==> config.mk <==
export PLATFORM = sky130hd
export DESIGN_NAME = stamp_arbiter
export DESIGN_NICKNAME = d
export VERILOG_FILES = /design/src/rtl/stamp_arb_pkg.sv /design/src/rtl/stamp_pick.sv /design/src/rtl/stamp_grant_stage.sv /design/src/rtl/stamp_arbiter.sv
export SDC_FILE = /design/constraint.sdc
export NUM_CORES = 1
export LEC_CHECK = 0
export BUFFER_PORTS_ARGS = -buffer_cell sky130_fd_sc_hd__buf_2
export CORE_ASPECT_RATIO = 0.6
export CORE_UTILIZATION = 60
export CTS_CLUSTER_DIAMETER = 40
export DETAILED_ROUTE_END_ITERATION = 10
export HOLD_SLACK_MARGIN = 0.05
export PLACE_DENSITY_LB_ADDON = 0.3
export SLEW_MARGIN = 5
export SYNTH_ARGS = -nofsm -noshare
export SYNTH_HDL_FRONTEND = slang
export SYNTH_SLANG_ARGS = --single-unit
==> constraint.sdc <==
create_clock -name clk -period 1 [get_ports clk]
set_clock_uncertainty 0.05 [all_clocks]
set_input_delay 0.05 -clock clk [delete_from_list [all_inputs] [get_ports clk]]
set_output_delay 0.05 -clock clk [all_outputs]
set_load 0.03 [all_outputs]
==> src/rtl/stamp_arb_pkg.sv <==
package stamp_arb_pkg;
  localparam int unsigned PORTS   = 4;
  localparam int unsigned STAMP_W = 16;
  localparam int unsigned IDX_W   = $clog2(PORTS);

  typedef logic [STAMP_W-1:0] stamp_t;

  // Wrap-aware age: elapsed time modulo the stamp range.
  function automatic stamp_t age_of(input stamp_t now, input stamp_t stamp);
    return stamp_t'(now - stamp);
  endfunction
endpackage

==> src/rtl/stamp_pick.sv <==
module stamp_pick #(
  parameter int unsigned N  = 4,
  parameter int unsigned TW = 16,
  parameter int unsigned IW = $clog2(N)
) (
  input  logic [N-1:0]    v,
  input  logic [N*TW-1:0] stamps,
  input  logic [TW-1:0]   now,
  input  logic [IW-1:0]   start,
  output logic            pick_v,
  output logic [IW-1:0]   pick_idx
);
  logic [TW-1:0] age [N];
  logic [TW-1:0] sel_age;

  for (genvar i = 0; i < N; i++) begin : g_age
    assign age[i] = TW'(now - stamps[i*TW +: TW]);
  end

  // Rotating scan; replace only on a strictly larger age so ties stay with
  // the first input met.
  always_comb begin
    logic [IW:0] pos;
    pick_v   = 1'b0;
    pick_idx = '0;
    sel_age  = '0;
    for (int k = 0; k < N; k++) begin
      pos = {1'b0, start} + (IW+1)'(k);
      if (pos >= (IW+1)'(N)) pos = pos - (IW+1)'(N);
      if (v[pos[IW-1:0]] && (!pick_v || age[pos[IW-1:0]] > sel_age)) begin
        pick_v   = 1'b1;
        pick_idx = pos[IW-1:0];
        sel_age  = age[pos[IW-1:0]];
      end
    end
  end

  always_comb begin
    a_r5_pick_iff_any: assert (pick_v == (|v));
    if (pick_v) begin
      for (int k = 0; k < N; k++) begin
        if (v[k]) begin
          a_r2_oldest_wins: assert (age[k] <= sel_age);
        end
      end
    end
  end
endmodule

==> src/rtl/stamp_grant_stage.sv <==
module stamp_grant_stage #(
  parameter int unsigned N  = 4,
  parameter int unsigned IW = $clog2(N)
) (
  input  logic          clk,
  input  logic          rst_n,
  input  logic          pick_v,
  input  logic [IW-1:0] pick_idx,
  input  logic          ready,
  output logic          gv,
  output logic [IW-1:0] gidx,
  output logic [N-1:0]  deq_col
);
  logic fire;
  assign fire = pick_v & ready;

  always_ff @(posedge clk or negedge rst_n) begin
    if (!rst_n) begin
      gv   <= 1'b0;
      gidx <= '0;
    end else begin
      gv   <= fire;
      gidx <= pick_idx;
    end
  end

  for (genvar i = 0; i < N; i++) begin : g_deq
    always_ff @(posedge clk or negedge rst_n) begin
      if (!rst_n) deq_col[i] <= 1'b0;
      else        deq_col[i] <= fire && (pick_idx == IW'(i));
    end
  end

  a_r8_one_strobe: assert property (@(posedge clk) disable iff (!rst_n)
    $onehot0(deq_col));
  a_r8_strobe_follows_grant: assert property (@(posedge clk) disable iff (!rst_n)
    gv |-> deq_col[gidx]);
  a_r8_no_strobe_idle: assert property (@(posedge clk) disable iff (!rst_n)
    !gv |-> (deq_col == '0));
  a_r6_stall_blocks: assert property (@(posedge clk) disable iff (!rst_n)
    !ready |=> !gv);
endmodule

==> src/rtl/stamp_arbiter.sv <==
module stamp_arbiter
  import stamp_arb_pkg::*;
#(
  parameter int unsigned N  = PORTS,
  parameter int unsigned TW = STAMP_W,
  localparam int unsigned IW = $clog2(N)
) (
  input  logic              clk,
  input  logic              rst_n,
  input  logic [TW-1:0]     now_stamp,
  input  logic [IW-1:0]     scan_start,
  input  logic [N*N-1:0]    cand_valid,
  input  logic [N*N*TW-1:0] cand_stamp,
  input  logic [N-1:0]      out_ready,
  output logic [N-1:0]      grant_valid,
  output logic [N*IW-1:0]   grant_idx,
  output logic [N*N-1:0]    deq
);
  for (genvar j = 0; j < N; j++) begin : g_out
    logic [N-1:0]    col_v;
    logic [N*TW-1:0] col_s;
    logic            pv;
    logic [IW-1:0]   pidx;
    logic [N-1:0]    dcol;

    for (genvar i = 0; i < N; i++) begin : g_col
      assign col_v[i]          = cand_valid[i*N + j];
      assign col_s[i*TW +: TW] = cand_stamp[(i*N + j)*TW +: TW];
      assign deq[i*N + j]      = dcol[i];
    end

    stamp_pick #(.N(N), .TW(TW), .IW(IW)) u_pick (
      .v(col_v), .stamps(col_s), .now(now_stamp), .start(scan_start),
      .pick_v(pv), .pick_idx(pidx)
    );

    stamp_grant_stage #(.N(N), .IW(IW)) u_stage (
      .clk(clk), .rst_n(rst_n), .pick_v(pv), .pick_idx(pidx),
      .ready(out_ready[j]), .gv(grant_valid[j]),
      .gidx(grant_idx[j*IW +: IW]), .deq_col(dcol)
    );

    a_r5_empty_column: assert property (@(posedge clk) disable iff (!rst_n)
      (col_v == '0) |=> !grant_valid[j]);
    a_r6_ready_granted: assert property (@(posedge clk) disable iff (!rst_n)
      ((col_v != '0) && out_ready[j]) |=> grant_valid[j]);
  end
endmodule

==> impl_metrics.env, run 1 <==
export IMPL_synth_area_leader_cell="ha_1"
export IMPL_grt_max_degree=29
export IMPL_yosysUniqueCellTypes=86
export IMPL_dpl_hpwl_mm=99.4
export IMPL_async_flop_share_pct=100
export IMPL_syn_inst=3651
export IMPL_ios=324
export IMPL_gp_congestion=1.06
export IMPL_muxShareOfSynthArea_pct=15.3
export IMPL_root_buffer="clkbuf_16"
export IMPL_dp_slack_ns=-8.29
export IMPL_die_h_um=164
export IMPL_first_error="[ERROR GRT-0232] Routing congestion too high. Check the congestion heatmap in the GUI."
export IMPL_synth_top_family_by_area="compound AO/OA/AOI/OAI gates"
export IMPL_yosysWarnings=0
export IMPL_lastStage="5_1_grt"
export IMPL_synth_adder_area_share_pct=21.7
export IMPL_portBuffers=323
export IMPL_cts_sinks=28
export IMPL_cts_made_buffers=3
export IMPL_overflow=1472
export IMPL_grt_usage_pct=95.4
export IMPL_synth_area_mm2=0.0264
export IMPL_synth_edf_count=0
export IMPL_start_util_pct=60.8
export IMPL_synth_top_area_share_pct=20.5
export IMPL_synth_seq_cells=28
export IMPL_ys_seq_area_share_pct=2.66
export IMPL_htree_levels=1
export IMPL_status="stopped before the end"
export IMPL_syn_nets=4395
export IMPL_rows=59
export IMPL_synth_simple_gate_area_share_pct=18.0
export IMPL_synth_area_leaders="ha_1, mux2i_1, a21oi_1, inv_1, a21o_1"
export IMPL_synth_xor_area_share_pct=6.23
export IMPL_avgSynthCellArea_um2=7.22
export IMPL_ctsLongestPathBuffers=2
export IMPL_die_w_um=273
export IMPL_synth_compound_area_share_pct=29.0
export IMPL_ys_flop_type="dfrtp_1"
cell usage after synthesis (13+ instances only):
cell type / n
nor3b_1: 18
mux2_2: 44
xnor2_1: 126
buf_1: 38
o2111ai_1: 13
xor2_1: 59
o22ai_1: 27
nor4_1: 14
o211ai_1: 37
nor2b_1: 60
mux2i_1: 250
or3_1: 28
buf_2: 23
and2_1: 25
o21bai_1: 24
mux4_2: 44
clkbuf_1: 73
ha_1: 432
a31oi_1: 40
a221oi_1: 20
o21a_1: 88
and3_1: 28
nand4_1: 53
nand2_1: 269
nand3_1: 64
a211oi_1: 38
fa_1: 16
o31ai_1: 23
or2_2: 16
dfrtp_1: 28
nor2_1: 272
nor3_1: 74
inv_1: 350
a21o_1: 149
a21oi_1: 326
nand2b_1: 38
o21ai_0: 213
stage by stage:
step	cells	setup TNS (ns)	area [um2]	utilization, %	hold slack [ns]
after floorplan	3651	-158.87	26700	-	-0.296
after global placement	5577	-184.73	37500	86.6	-0.0423
after detailed placement	5577	-192.58	37500	86.6	-0.0396
after CTS	5677	-172.13	39600	91.5	0.0834
kinds of logic after synthesis:
group,Yosys count
AND/OR/NAND/NOR,990
buffers and inverters,492
multiplexers,340
adder cells (fa/ha/maj),448
XOR/XNOR,186
AO/OA/AOI/OAI,1167
flip-flops,28
metal layers:
metal | overflow | GRT usage [%]
met5 | 15 | 75.9
met1 | 125 | 90.8
met3 | 93 | 86.3
met2 | 884 | 108
met4 | 355 | 101
timing repair:
item | CTS
pin swaps | 110
endpoints found under the setup margin | 33
endpoints found under the hold margin | 28
buffers inserted | 90
hold buffers | 1
resized for setup | 281
gates cloned | 6
==> run 2: changes to the inputs <==
--- a/config.mk
+++ b/config.mk
@@ -6,12 +6,9 @@
 export NUM_CORES = 1
 export LEC_CHECK = 0
 export BUFFER_PORTS_ARGS = -buffer_cell sky130_fd_sc_hd__buf_2
-export CORE_ASPECT_RATIO = 0.6
-export CORE_UTILIZATION = 60
-export CTS_CLUSTER_DIAMETER = 40
+export CORE_UTILIZATION = 40
 export DETAILED_ROUTE_END_ITERATION = 10
-export HOLD_SLACK_MARGIN = 0.05
-export PLACE_DENSITY_LB_ADDON = 0.3
+export PLACE_DENSITY_LB_ADDON = 0.15
 export SLEW_MARGIN = 5
 export SYNTH_ARGS = -nofsm -noshare
 export SYNTH_HDL_FRONTEND = slang
==> run 2 against run 1 <==
Area after synthesis unchanged. The flow now finishes, with violations (setup timing). Synthesized cell count unchanged.
==> impl_metrics.env, run 2 <==
export IMPL_yosysUniqueCellTypes=86
export IMPL_dpl_hpwl_mm=95.7
export IMPL_ys_flop_type="dfrtp_1"
export IMPL_synth_seq_cells=28
export IMPL_num_vias=33823
export IMPL_root_buffer="clkbuf_16"
export IMPL_synth_simple_gate_area_share_pct=18.0
export IMPL_synth_area_leaders="ha_1, mux2i_1, a21oi_1, inv_1, a21o_1"
export IMPL_critical_path_max_stage_delay_ns=0.41
export IMPL_top_regs="g_out.u_stage.deq_col (16), g_out.u_stage.gidx (8), g_out.u_stage.gv (4)"
export IMPL_syn_inst=3651
export IMPL_cts_made_buffers=3
export IMPL_status="finished with violations"
export IMPL_fin_cells=6063
export IMPL_largest_reg_flops=16
export IMPL_overflow=0
export IMPL_power_internal_mw=27.4
export IMPL_crit_top_cell="buf_4"
export IMPL_switchingPower_mw=25.5
export IMPL_grt_setup_unrepaired="yes"
export IMPL_p_seq_share_pct=3.1
export IMPL_synth_top_area_share_pct=20.5
export IMPL_startpoint_type="input pin"
export IMPL_crit_slowest_cell="a2111oi_2"
export IMPL_area_delta_synth_final_pct=61.8
export IMPL_drtIter0Drc=2270
export IMPL_path_clk_slew_ns=0.08
export IMPL_drive_gt1_share_pct=42.6
export IMPL_ctsLongestPathBuffers=2
export IMPL_dp_cells=5910
export IMPL_top_register="g_out.u_stage.deq_col"
export IMPL_syn_nets=4395
export IMPL_ios=324
export IMPL_grt_pass1_vias=32323
export IMPL_die_area_mm2=0.0669
export IMPL_grt_pass1_wl_mm=175
export IMPL_synth_xor_area_share_pct=6.23
export IMPL_ys_seq_area_share_pct=2.66
export IMPL_cts_sinks=28
export IMPL_power_frac_clock_pct=2.3
export IMPL_synth_adder_area_share_pct=21.7
export IMPL_die_w_um=259
export IMPL_synth_area_mm2=0.0264
export IMPL_async_flop_share_pct=100
export IMPL_drc_errors=0
export IMPL_first_pass_iters=5
export IMPL_setup_violations_final=28
export IMPL_synth_common_cells="ha_1, inv_1, a21oi_1, nor2_1, nand2_1"
export IMPL_htree_levels=1
export IMPL_cp_max_fo=5
export IMPL_post_route_period_util_pct=829
export IMPL_vias_per_cell=5.58
export IMPL_gp_congestion=0.982
export IMPL_rows=93
export IMPL_avgSynthCellArea_um2=7.22
export IMPL_cp_arrival_ns=8.46
export IMPL_worst_setup_path_end_kind="flip-flop"
export IMPL_final_cell_area_mm2=0.0426
export IMPL_hold_viol_final=0
export IMPL_hp_class="input pin to flip-flop"
export IMPL_cts_tree="done"
export IMPL_cp_data_required_time_ns=1.16
export IMPL_place_area_mm2=0.0384
export IMPL_fillers=5720
export IMPL_worst_slew_pin_slew_ns=0.765
export IMPL_layout_commonest_cell="buf_4"
export IMPL_maxSlewHeadroom_pct=48.6
export IMPL_synthMostInstantiatedCell="ha_1"
export IMPL_irDropWorstVdd_uv=685
export IMPL_portBuffers=323
export IMPL_period_minus_slack_ns=8.29
export IMPL_layout_common_cells="buf_4, ha_1, inv_1, buf_2, a21oi_1"
export IMPL_muxShareOfSynthArea_pct=15.3
export IMPL_maxSlewViolCount=0
export IMPL_nets=5952
export IMPL_synth_compound_area_share_pct=29.0
export IMPL_dp_slack_ns=-8.03
export IMPL_synth_area_leader_cell="ha_1"
export IMPL_p_per_area_mw_per_mm2=1240
export IMPL_grt_usage_pct=32.9
export IMPL_die_h_um=259
export IMPL_fp_coreArea_mm2=0.0648
export IMPL_sw_frac_of_total_pct=48.2
export IMPL_grt_max_degree=43
export IMPL_worst_slack_ns=-7.29
export IMPL_fmax_ghz=0.121
export IMPL_maxCapViolCount=0
export IMPL_drt_total_wl_mm=116
export IMPL_wire_per_inst_um=19.1
export IMPL_combPwrFrac_pct=94.6
export IMPL_synth_top_family_by_area="compound AO/OA/AOI/OAI gates"
export IMPL_antenna_found_initial=7
export IMPL_ant_nets=0
export IMPL_synth_edf_count=0
export IMPL_start_util_pct=40.7
export IMPL_p_leak_nw=21.6
export IMPL_violations="setup timing"
export IMPL_yosysWarnings=0
export IMPL_worstSetupPathType="input pin to flip-flop"
## run 2: cell counts after synthesis
Identical to the previous run, type by type.
## run 2: layout make-up
class                   count  area (um2)  share of cell area (%)
multi-input cells        3132       26500                    62.2
repair buffers           1688       12900                    30.2
inverters                 354        1380                    3.22
well taps                 855        1070                    2.51
flip-flops and latches     28         703                    1.65
clock buffers               3        75.1                   0.176
clock inverters             1        30.0                  0.0704
repair inverters            1        8.76                  0.0205
diodes                      1        2.50                 0.00587
## run 2: worst paths after layout
| check | startpoint | endpoint | slack, ns | depth (start not counted) |
|---|---|---|---|---|
| max | now_stamp[0] | g_out[0].u_stage.deq_col[3] | -7.29 | 48 |
| max in group asynchronous | rst_n | g_out[0].u_stage.deq_col[3] | 0.33 | 3 |
| min in group asynchronous | rst_n | g_out[2].u_stage.deq_col[0] | 0.27 | 3 |
| min | out_ready[0] | g_out[0].u_stage.deq_col[0] | 0.15 | 4 |
## run 2: cell families after synthesis
| logic type | after synthesis |
|---|---|
| AOI/OAI and AO/OA | 1167 |
| and+or+nand+nor | 990 |
| buffers and inverters | 492 |
| adders and majority gates | 448 |
| muxes | 340 |
| xor gates and xnor gates | 186 |
| DFF | 28 |
## run 2: critical path, delay by kind of cell
family	cells	cell delay (ns)
adder cells (fa/ha/maj)	4	1.00
AO/OA/AOI/OAI	19	3.67
multiplexers	2	0.29
buffers and inverters	12	1.58
AND/OR/NAND/NOR	11	1.86
## run 2: through the flow
step / power [mW] / hold slack [ns] / utilization [%] / TNS (ns)
floorplan: 25.6 / -0.296 / - / -158.87
global placement: 42.3 / 0.0237 / 59.3 / -186.04
detailed placement: 42.8 / 0.0304 / 59.3 / -189.70
CTS: 49.0 / 0.138 / 63.6 / -167.00
global route: 56.9 / 0.143 / 65.8 / -180.43
finish: 52.8 / 0.147 / 65.8 / -172.75
## run 2: repair_timing
item                                   4_1_cts  5_1_grt
gates cloned                                 6        1
setup buffers                               90       53
pin swaps                                  169      168
resized for setup                          379      218
hold buffers                                 2        0
setup endpoints to repair                   29       30
endpoints found under the hold margin       30        0
## run 2: routing by layer
metal	vias up	global-route usage [%]	wire [um]
met3	219	2.89	6870
met2	1090	56.1	53800
met4	4	9.58	3970
li1	16606	-	-
met5	-	0	23
met1	15904	43.7	51300
## run 2: power groups by stage
stage               clock network, mW  logic, mW  registers, mW
floorplan                           0       23.4           2.22
global placement                    0       40.7           1.61
detailed placement                  0       41.2           1.61
CTS                              1.23       46.1           1.60
global route                     1.29       54.0           1.64
finish                           1.22       50.0           1.62
Note: power is estimated with default switching activity, not from simulation.
